## src/rtl/cfg_shim_pkg.sv

```systemverilog
package cfg_shim_pkg;

    localparam int BUS_W = 8;
    localparam int DEV_W = 5;
    localparam int FN_W  = 3;
    localparam int OFF_W = 12;
    localparam int DW    = 32;
    localparam int BE_W  = DW / 8;

    // shadow window
    localparam logic [OFF_W-1:0] SHW_BASE   = 12'h010;
    localparam logic [OFF_W-1:0] SHW_END_A  = 12'h034;
    localparam logic [OFF_W-1:0] SHW_BASE_B = 12'h038;
    localparam logic [OFF_W-1:0] SHW_END_B  = 12'h03C;
    localparam int SHW_WORDS = (SHW_END_B - SHW_BASE) / 4;
    localparam int SHW_IDX_W = $clog2(SHW_WORDS);

    // special offsets
    localparam logic [OFF_W-1:0] OFF_PRIM_BUS = 12'h018;
    localparam logic [OFF_W-1:0] OFF_SEC_BUS  = 12'h019;
    localparam logic [OFF_W-3:0] HDR_DWORD    = 10'h003;
    localparam logic [6:0]       HDR_TYPE1    = 7'h01;

    typedef enum logic [1:0] {
        SZ8    = 2'd0,
        SZ16   = 2'd1,
        SZ32   = 2'd2,
        SZ_BAD = 2'd3
    } size_e;

    typedef enum logic [1:0] {
        RT_DROP   = 2'd0,
        RT_SHADOW = 2'd1,
        RT_FWD    = 2'd2,
        RT_BAD    = 2'd3
    } route_e;

    typedef struct packed {
        logic              write;
        logic [BUS_W-1:0]  bus;
        logic [DEV_W-1:0]  dev;
        logic [FN_W-1:0]   fn;
        logic [OFF_W-1:0]  off;
        size_e             size;
        logic [DW-1:0]     wdata;
    } cfg_req_t;

    function automatic logic [DW-1:0] size_mask(size_e sz);
        case (sz)
            SZ8:     return 32'h0000_00FF;
            SZ16:    return 32'h0000_FFFF;
            default: return 32'hFFFF_FFFF;
        endcase
    endfunction

    function automatic logic [4:0] lane_shift(size_e sz, logic [1:0] lo);
        case (sz)
            SZ8:     return {lo, 3'b000};
            SZ16:    return {lo[1], 4'b0000};
            default: return 5'd0;
        endcase
    endfunction

    function automatic logic [BE_W-1:0] lane_be(size_e sz, logic [1:0] lo);
        case (sz)
            SZ8:     return 4'b0001 << lo;
            SZ16:    return lo[1] ? 4'b1100 : 4'b0011;
            SZ32:    return 4'b1111;
            default: return 4'b0000;
        endcase
    endfunction

    function automatic logic [DW-1:0] lane_place(logic [DW-1:0] d, size_e sz, logic [1:0] lo);
        return (d & size_mask(sz)) << lane_shift(sz, lo);
    endfunction

    function automatic logic [DW-1:0] lane_pick(logic [DW-1:0] d, size_e sz, logic [1:0] lo);
        return (d >> lane_shift(sz, lo)) & size_mask(sz);
    endfunction

    function automatic logic [DW-1:0] byte_merge(logic [DW-1:0] old_d, logic [DW-1:0] new_d,
                                                 logic [BE_W-1:0] be);
        logic [DW-1:0] r;
        r = old_d;
        for (int b = 0; b < BE_W; b++) begin
            if (be[b]) r[b*8 +: 8] = new_d[b*8 +: 8];
        end
        return r;
    endfunction

    // dwords that model fixed (non-programmable) base registers
    function automatic bit shw_is_ro(int idx);
        return (idx == 0) || (idx == 1) || (idx == 10);
    endfunction

    // reset contents: I/O range type codes and prefetch range type codes
    function automatic logic [DW-1:0] shw_init(int idx);
        case (idx)
            3:       return 32'h0000_0101;
            5:       return 32'h0001_0001;
            default: return 32'h0000_0000;
        endcase
    endfunction

endpackage

```

## src/rtl/cfg_route.sv

```systemverilog
module cfg_route
    import cfg_shim_pkg::*;
(
    input  logic [BUS_W-1:0]     bus,
    input  logic [DEV_W-1:0]     dev,
    input  logic [FN_W-1:0]      fn,
    input  logic [OFF_W-1:0]     off,
    input  size_e                size,
    input  logic [BUS_W-1:0]     prim_bus,
    input  logic [BUS_W-1:0]     sec_bus,
    input  logic                 link_up,
    output route_e               route,
    output logic                 on_primary,
    output logic [SHW_IDX_W-1:0] shw_idx,
    output logic [DW-1:0]        fwd_addr
);
    logic addr_ok;
    logic in_shadow;
    logic [BUS_W-1:0] tgt_bus;
    logic [DEV_W-1:0] tgt_dev;
    logic [FN_W-1:0]  tgt_fn;

    always_comb begin
        on_primary = (bus == prim_bus);
        addr_ok = 1'b1;
        if (on_primary && (dev != '0 || fn != '0)) addr_ok = 1'b0;
        if (!on_primary && !link_up)                addr_ok = 1'b0;
        if (bus == sec_bus && dev != '0)            addr_ok = 1'b0;

        in_shadow = ((off >= SHW_BASE)   && (off < SHW_END_A)) ||
                    ((off >= SHW_BASE_B) && (off < SHW_END_B));

        if (size == SZ_BAD)                 route = RT_BAD;
        else if (!addr_ok)                  route = RT_DROP;
        else if (on_primary && in_shadow)   route = RT_SHADOW;
        else                                route = RT_FWD;
    end

    assign shw_idx = SHW_IDX_W'((off - SHW_BASE) >> 2);

    // bridge lives at device 1 of the secondary bus number inside the core
    assign tgt_bus = on_primary ? sec_bus : bus;
    assign tgt_dev = on_primary ? DEV_W'(1) : dev;
    assign tgt_fn  = on_primary ? '0 : fn;

    assign fwd_addr = {1'b1, 3'b000, off[11:8], tgt_bus, tgt_dev, tgt_fn, off[7:2], 2'b00};

endmodule

```

## src/rtl/cfg_shadow.sv

```systemverilog
module cfg_shadow
    import cfg_shim_pkg::*;
(
    input  logic                 clk,
    input  logic                 rst,
    input  logic                 wr_en,
    input  logic [SHW_IDX_W-1:0] idx,
    input  logic [OFF_W-1:0]     off,
    input  size_e                size,
    input  logic [DW-1:0]        wdata,
    output logic [DW-1:0]        rd_dword,
    output logic [BUS_W-1:0]     prim_bus,
    output logic [BUS_W-1:0]     sec_bus
);
    logic [DW-1:0] words [SHW_WORDS];
    logic [DW-1:0] merged;
    logic [DW-1:0] cur;

    assign cur      = (int'(idx) < SHW_WORDS) ? words[idx] : '0;
    assign rd_dword = cur;
    assign merged   = byte_merge(cur, lane_place(wdata, size, off[1:0]), lane_be(size, off[1:0]));

    for (genvar i = 0; i < SHW_WORDS; i++) begin : g_word
        localparam bit RO = shw_is_ro(i);
        always_ff @(posedge clk) begin
            if (rst) begin
                words[i] <= shw_init(i);
            end else if (wr_en && int'(idx) == i) begin
                words[i] <= RO ? '0 : merged;
            end
        end
    end

    always_ff @(posedge clk) begin
        if (rst) begin
            prim_bus <= '0;
            sec_bus  <= '0;
        end else if (wr_en) begin
            if (off == OFF_PRIM_BUS)
                prim_bus <= merged[7:0];
            if (off == OFF_SEC_BUS || (off == OFF_PRIM_BUS && size != SZ8))
                sec_bus <= merged[15:8];
        end
    end

endmodule

```

## src/rtl/cfg_respond.sv

```systemverilog
module cfg_respond
    import cfg_shim_pkg::*;
(
    input  route_e          route,
    input  logic            write,
    input  size_e           size,
    input  logic [1:0]      lo,
    input  logic            hdr_patch,
    input  logic [DW-1:0]   shw_dword,
    input  logic [DW-1:0]   core_dword,
    output logic [DW-1:0]   rdata,
    output logic            err
);
    logic [DW-1:0] fixed;

    always_comb begin
        fixed = core_dword;
        if (hdr_patch) fixed[22:16] = HDR_TYPE1;

        err   = 1'b0;
        rdata = '0;
        case (route)
            RT_BAD:    err = 1'b1;
            RT_DROP:   rdata = write ? '0 : size_mask(size);
            RT_SHADOW: rdata = write ? '0 : lane_pick(shw_dword, size, lo);
            default:   rdata = write ? '0 : lane_pick(fixed, size, lo);
        endcase
    end

endmodule

```

## src/rtl/cfg_bridge_shim.sv

```systemverilog
module cfg_bridge_shim
    import cfg_shim_pkg::*;
(
    input  logic        clk,
    input  logic        rst,
    input  logic        link_up,
    input  logic        req_valid,
    input  logic        req_write,
    input  logic [7:0]  req_bus,
    input  logic [4:0]  req_dev,
    input  logic [2:0]  req_fn,
    input  logic [11:0] req_off,
    input  logic [1:0]  req_size,
    input  logic [31:0] req_wdata,
    output logic        rsp_valid,
    output logic [31:0] rsp_rdata,
    output logic        rsp_err,
    output logic        core_valid,
    output logic        core_write,
    output logic [31:0] core_addr,
    output logic [31:0] core_wdata,
    output logic [3:0]  core_be,
    input  logic [31:0] core_rdata,
    output logic [7:0]  local_bus
);
    cfg_req_t             req;
    route_e               route;
    logic                 on_primary;
    logic [SHW_IDX_W-1:0] shw_idx;
    logic [DW-1:0]        fwd_addr;
    logic [DW-1:0]        shw_dword;
    logic [BUS_W-1:0]     prim_bus_q;
    logic [BUS_W-1:0]     sec_bus_q;
    logic [DW-1:0]        rdata_d;
    logic                 err_d;
    logic                 hdr_patch;

    assign req = '{write: req_write, bus: req_bus, dev: req_dev, fn: req_fn,
                   off: req_off, size: size_e'(req_size), wdata: req_wdata};

    cfg_route u_route (
        .bus        (req.bus),
        .dev        (req.dev),
        .fn         (req.fn),
        .off        (req.off),
        .size       (req.size),
        .prim_bus   (prim_bus_q),
        .sec_bus    (sec_bus_q),
        .link_up    (link_up),
        .route      (route),
        .on_primary (on_primary),
        .shw_idx    (shw_idx),
        .fwd_addr   (fwd_addr)
    );

    cfg_shadow u_shadow (
        .clk      (clk),
        .rst      (rst),
        .wr_en    (req_valid && req.write && route == RT_SHADOW),
        .idx      (shw_idx),
        .off      (req.off),
        .size     (req.size),
        .wdata    (req.wdata),
        .rd_dword (shw_dword),
        .prim_bus (prim_bus_q),
        .sec_bus  (sec_bus_q)
    );

    assign hdr_patch = on_primary && !req.write && (req.off[OFF_W-1:2] == HDR_DWORD);

    cfg_respond u_resp (
        .route      (route),
        .write      (req.write),
        .size       (req.size),
        .lo         (req.off[1:0]),
        .hdr_patch  (hdr_patch),
        .shw_dword  (shw_dword),
        .core_dword (core_rdata),
        .rdata      (rdata_d),
        .err        (err_d)
    );

    assign core_valid = req_valid && route == RT_FWD;
    assign core_write = req.write;
    assign core_addr  = fwd_addr;
    assign core_wdata = lane_place(req.wdata, req.size, req.off[1:0]);
    assign core_be    = lane_be(req.size, req.off[1:0]);
    assign local_bus  = sec_bus_q;

    always_ff @(posedge clk) begin
        if (rst) begin
            rsp_valid <= 1'b0;
            rsp_rdata <= '0;
            rsp_err   <= 1'b0;
        end else begin
            rsp_valid <= req_valid;
            rsp_rdata <= req_valid ? rdata_d : '0;
            rsp_err   <= req_valid && err_d;
        end
    end

endmodule

```

## config.mk

```make
export PLATFORM = sky130hd
export DESIGN_NAME = cfg_bridge_shim
export DESIGN_NICKNAME = d
export VERILOG_FILES = /design/src/rtl/cfg_shim_pkg.sv /design/src/rtl/cfg_route.sv /design/src/rtl/cfg_shadow.sv /design/src/rtl/cfg_respond.sv /design/src/rtl/cfg_bridge_shim.sv
export SDC_FILE = /design/constraint.sdc
export NUM_CORES = 1
export LEC_CHECK = 0
export ABC_AREA = 1
export BUFFER_PORTS_ARGS = -buffer_cell sky130_fd_sc_hd__buf_2
export CAP_MARGIN = 0
export CORE_MARGIN = 2
export CORE_UTILIZATION = 29
export CTS_CLUSTER_DIAMETER = 80
export DETAILED_ROUTE_END_ITERATION = 10
export GPL_ROUTABILITY_DRIVEN = 0
export SYNTH_ARGS = -nofsm -noshare
export SYNTH_HDL_FRONTEND = slang
export SYNTH_SLANG_ARGS = --single-unit
```

## constraint.sdc

```tcl
create_clock -name clk -period 6.3 [get_ports clk]
set_input_delay 1.26 -clock clk [delete_from_list [all_inputs] [get_ports clk]]
set_output_delay 1.26 -clock clk [all_outputs]
set_load 0.005 [all_outputs]
```

Yosys cells after proc, flatten, opt, wreduce, memory -nomap -nowiden
Memories as Yosys holds them, arrays and structs flattened. Index checks and enable logic that the tools add are counted. Widths: inputs -> output; s select.

Bits in writable memories: 352. Bits of input ports: 99. Bits in registers: 50. Memories: 1. Word-level logic and storage cells: 166. Output and inout port bits: 112.

Memories: u_shadow.words (depth 11, width 32, rd ports 1, clocked after Yosys merged registers in 0, write ports 11, line cfg_shadow.sv:15) `logic [DW-1:0] words [SHW_WORDS];`.

Shift-type cells: 4. $add $sub $neg: 1. Equal/unequal tests: 21. Bitwise logic cells: 15. Mux-type cells: 74. Reduce and logical (&&, ||, !) cells: 40. Order comparisons: 5.

Operators with widths (number): $mux 32 (17); $and 32x32->32 (3); $pmux 32 s3 (1); $pmux 32 s2 (1); $shr 32x5->32 (2); $mux 8 (5); $mux 1 (39); $shl 32x5->32 (1); $eq 4x4->1 const B (7); $eq 12x5->1 const B (2); $logic_and 1x1->1 (24); $lt 12x6->1 const B (2); $eq 8x8->1 (2); $mux 5 (3); $ge 12x5->1 const B (1); $ge 12x6->1 const B (1); $pmux 4 s3 (1); $or 1x1->1 (11); $eq 10x2->1 const B (1); $pmux 5 s2 (1); $eq 2x2->1 const B (4); $eq 4x3->1 const B (2); $mux 7 (1); $mux 2 (3); other kinds (18) (25).

Depth between registers and ports, before layout
Depth after elaboration: 15. Mapped depth: 18. Depth with buffers taken out: 18.

By module
A second synthesis with hierarchy kept.

Cells, all modules: 2329. Area, all modules: 17920.9 um2.

By module, submodules not included: cfg_shadow (seq. area each 8007.7 um2, cells an instance 1588, area each 13915.8 um2, times used 1); cfg_respond (seq. area each 0.0 um2, cells an instance 339, area each 1599.0 um2, times used 1); cfg_bridge_shim (seq. area each 680.7 um2, cells an instance 232, area each 1532.7 um2, times used 1); cfg_route (seq. area each 0.0 um2, cells an instance 170, area each 873.3 um2, times used 1).

Worst setup path after synthesis
Ideal clock, no wire load.

Path type: input to register. From: input port req_off[4]. To: memory u_shadow.words[4][0] (enable). Required time: 5.834 ns. Stages on the path: 12. Library setup time: 0.466 ns. Data arrival time: 5.036 ns. Slack: 0.798 ns. Path buffers: 1. Cell sequence: clkinv_1 -> clkbuf_1 -> ha_1 -> o21ai_1 -> inv_2 -> nand2_1 -> nand3_1 -> nor2_4 -> nand2_2 -> nor2_4 -> nand2_2 -> o21ai_0.

RTL lines: start, declared (line cfg_bridge_shim.sv:12) `input logic [11:0] req_off,`; end, declared (line cfg_shadow.sv:15).

Worst setup path after layout
From: input port req_size[1]. To: output port core_wdata[17].

Longest elaborated chain between the ends: 4. Elaborated cells between the ends (all ways): 6. Those cells by class: eq/ne (1); shift (1); mux (2); bitwise (1); reduce/logical (1).

Ends and longest elaborated chain: start, declared (line cfg_bridge_shim.sv:13) `input logic [1:0] req_size,`; $eq 2x1->1 / $logic_not 2->1 (equally long branches) (line cfg_shim_pkg.sv:49, cfg_shim_pkg.sv:57); $pmux 32 s2 (line cfg_shim_pkg.sv:49) `case (sz)`; $and 32x32->32 (line cfg_shim_pkg.sv:74) `return (d & size_mask(sz)) << lane_shift(sz, lo);`; $shl 32x5->32 (*) (line cfg_shim_pkg.sv:74); end, declared (line cfg_bridge_shim.sv:21) `output logic [31:0] core_wdata,`.

Every way passes the cells marked *; elsewhere a longest branch is shown, timed or not.

==> flow_summary.ini <==
[status]
status = finished, final reports clean

[sta]
hold_violations = 0
fin_tns_setup_ps = 0
drv_slew = 0
fin_skew_ps = 18.81
period_needed_ps = 5273
max_freq_mhz = 189.6
fin_crit_sh_pct = 83.70
rsz0062_at_grt = false
slew_headroom_pct = 2.144
finalWorstSetupSlack_ps = 1027
tightest_slew_ps = 1452
setup_viol = 0

[cts]
ctsHoldBuffers = 0
cts_buffer_depth = 3
cts_tree = built
htree_levels = 1
cts-buffers-inserted = 30
cts_setup_buffers = 0
cts.sinks = 306
root_buffer = clkbuf_16
clk_pin_slew_ps = 70
cts_resized = 0
clk_latency_ps = 580

[setup_path]
critPathRequiredTime_ps = 5040
cp-end-kind = output pin
r2r-start = u_shadow.prim_bus[7]
crit_start = req_size[1]
cp_max_fo = 36
critPathKind = input pin to output pin
arrival_ps = 4010
timing.rr.end = u_shadow.words[5][22]
reg2reg_slack_ps = 2820
start_kind = input pin
crit_end = core_wdata[17]
reg2reg_depth = 15

[die]
rows = 86
dieWidth_um = 240.5
die_area_um2 = 57860
core_area_um2 = 55200
ios = 211
initial_core_util_pct = 29.39
die_y_um = 240.5

[finish]
multiInputGateArea_um2 = 6406
mostFrequentLayoutCells = 584 x nand2_1, 330 x nor2_1, 256 x edfxtp_1
n_fill_cell = 5750
final_nets = 2273
final-seq-area_um2 = 8688
design_area_um2 = 18920
final_common_cell = nand2_1
drive_above_1_share_pct = 14.87
areaGrowthSynthToFinish_pct = 16.59

[drt]
routed_wirelength_mm = 57.12
route.detailed.drc = 0
wl_per_cell_um = 19.41
drtPass1Iterations = 8
via_per_inst = 5.036
vias = 14820
ant_nets = 0
drt-initial-drc-count = 1753

[yosys]
yosysWarnings = 0
synth_flop_cell = edfxtp_1
ys_ff_latch = 306
ys_seq_area_share_pct = 53.55
avgSynthCellArea_um2 = 7.997
synth-edff-count = 256
syn_area_um2 = 16230
synth_cell_type_count = 41
async_flop_share_pct = 0
synthCells = 2029

[placed_design]
port-buffer-count = 204
hpwl_mm = 41.18
pre_cts_slack_ps = 1395
placed_area_um2 = 17930

[power_and_ir_drop]
power_density_nw_per_um2 = 253.3
peakVddDrop_mv = 0.2094
fin_total_pwr_mw = 4.792
total_leakage_power_nw = 8.227

[grt]
antenna_found_initial = 1
grt_util_all_layers_pct = 19.16
grt_max_degree = 58
overflow = 0
grt_pass1_vias = 13730
grt_pass1_wl_mm = 83.85

[worst_hold_path]
hold_class = flop to flop

[run]
max_cap_viol_count = 0
logic make-up (layout without fill, tap and decap cells):
group	count (synthesis)	in the layout	synth area share [%]
buf+inv	305	464	7.750
xor+xnor	7	7	0.3779
simple gates	1235	1235	31.84
mux	10	10	0.6169
fa+ha+maj	6	6	0.4627
compound gates	158	158	5.359
flops	306	306	53.55
other cells	2	8	0.04628
where the power goes:
group	switching, mW	internal (mW)	total, mW	leakage [nW]
Sequential	0.0175	2.25	2.26	3.02
Combinational	0.542	0.183	0.725	4.74
Clock	0.800	1.00	1.80	0.463
Total	1.36	3.43	4.79	8.23
registers in the layout (all words and copies together), names as in the netlist:
name and cells:
u_shadow.words 256, rsp_rdata 32, u_shadow.prim_bus 8, u_shadow.sec_bus 8, rsp_err 1, rsp_valid 1
worst min-delay path by stage:
stage	from	end	slack (ps)	cells after the start
after floorplan	u_shadow.prim_bus[3]	u_shadow.prim_bus[3]	460	2
after CTS	u_shadow.prim_bus[0]	u_shadow.prim_bus[0]	490	2
final	u_shadow.prim_bus[3]	u_shadow.prim_bus[3]	490	2
after detailed placement	u_shadow.prim_bus[0]	u_shadow.prim_bus[0]	480	2
after global routing	u_shadow.prim_bus[0]	u_shadow.prim_bus[0]	510	2
after global placement	u_shadow.prim_bus[1]	u_shadow.prim_bus[1]	470	2
metrics by stage:
stage          hold slack [ps]  util (%)  std cells
6_report                 485.5     34.27       2942
5_1_grt                  507.5     34.26       2940
4_1_cts                  485.3     34.26       2940
3_5_place_dp             475.8     32.48       2884
3_3_place_gp             473.7     32.48       2884
2_1_floorplan            458.4         -       2033
per-layer routing:
metal / wire length (um) / GRT usage, % / share of wire (%)
met1: 22680 / 24.27 / 40
met2: 25870 / 31.43 / 45
met3: 5482 / 3.466 / 9.6
met4: 3069 / 9.637 / 5.4
met5: 13 / 0 / 0.023
worst max-delay path: stages:
cell and delay [ps]:
buf_2 330, nor2_4 540, nand2_1 380, o21ai_0 1210, buf_2 290
synthesized netlist by cell type, types with 4 or more instances:
cell type / instances / share of area (%)
a21oi_1: 67 / 2.1
a22oi_1: 5 / 0.23
a31oi_1: 5 / 0.19
buf_1: 16 / 0.37
buf_2: 36 / 1.1
buf_4: 18 / 0.83
clkbuf_1: 61 / 1.4
dfxtp_1: 50 / 6.2
edfxtp_1: 256 / 47
ha_1: 6 / 0.46
inv_1: 158 / 3.7
inv_2: 15 / 0.35
mux2i_1: 10 / 0.62
nand2_1: 584 / 14
nand3_1: 241 / 7.4
nand3_2: 4 / 0.25
nand3b_1: 12 / 0.56
nand4_1: 32 / 1.2
nor2_1: 333 / 7.7
nor3_1: 12 / 0.37
o211ai_1: 6 / 0.28
o21a_1: 8 / 0.37
o21ai_0: 40 / 1.2
o21ai_1: 20 / 0.62
or2_2: 5 / 0.19
xnor2_1: 6 / 0.32
area by class of cell:
type / count / share of cell area [%]
Tap cell: 748 / 4.947
Timing Repair Buffer: 234 / 6.588
Clock inverter: 14 / 0.6085
Inverter: 174 / 3.453
Sequential cell: 306 / 45.93
Antenna cell: 2 / 0.02646
Multi-Input combinational cell: 1422 / 33.86
Clock buffer: 42 / 4.584
No activity file was read; power rests on OpenSTA's default activity.
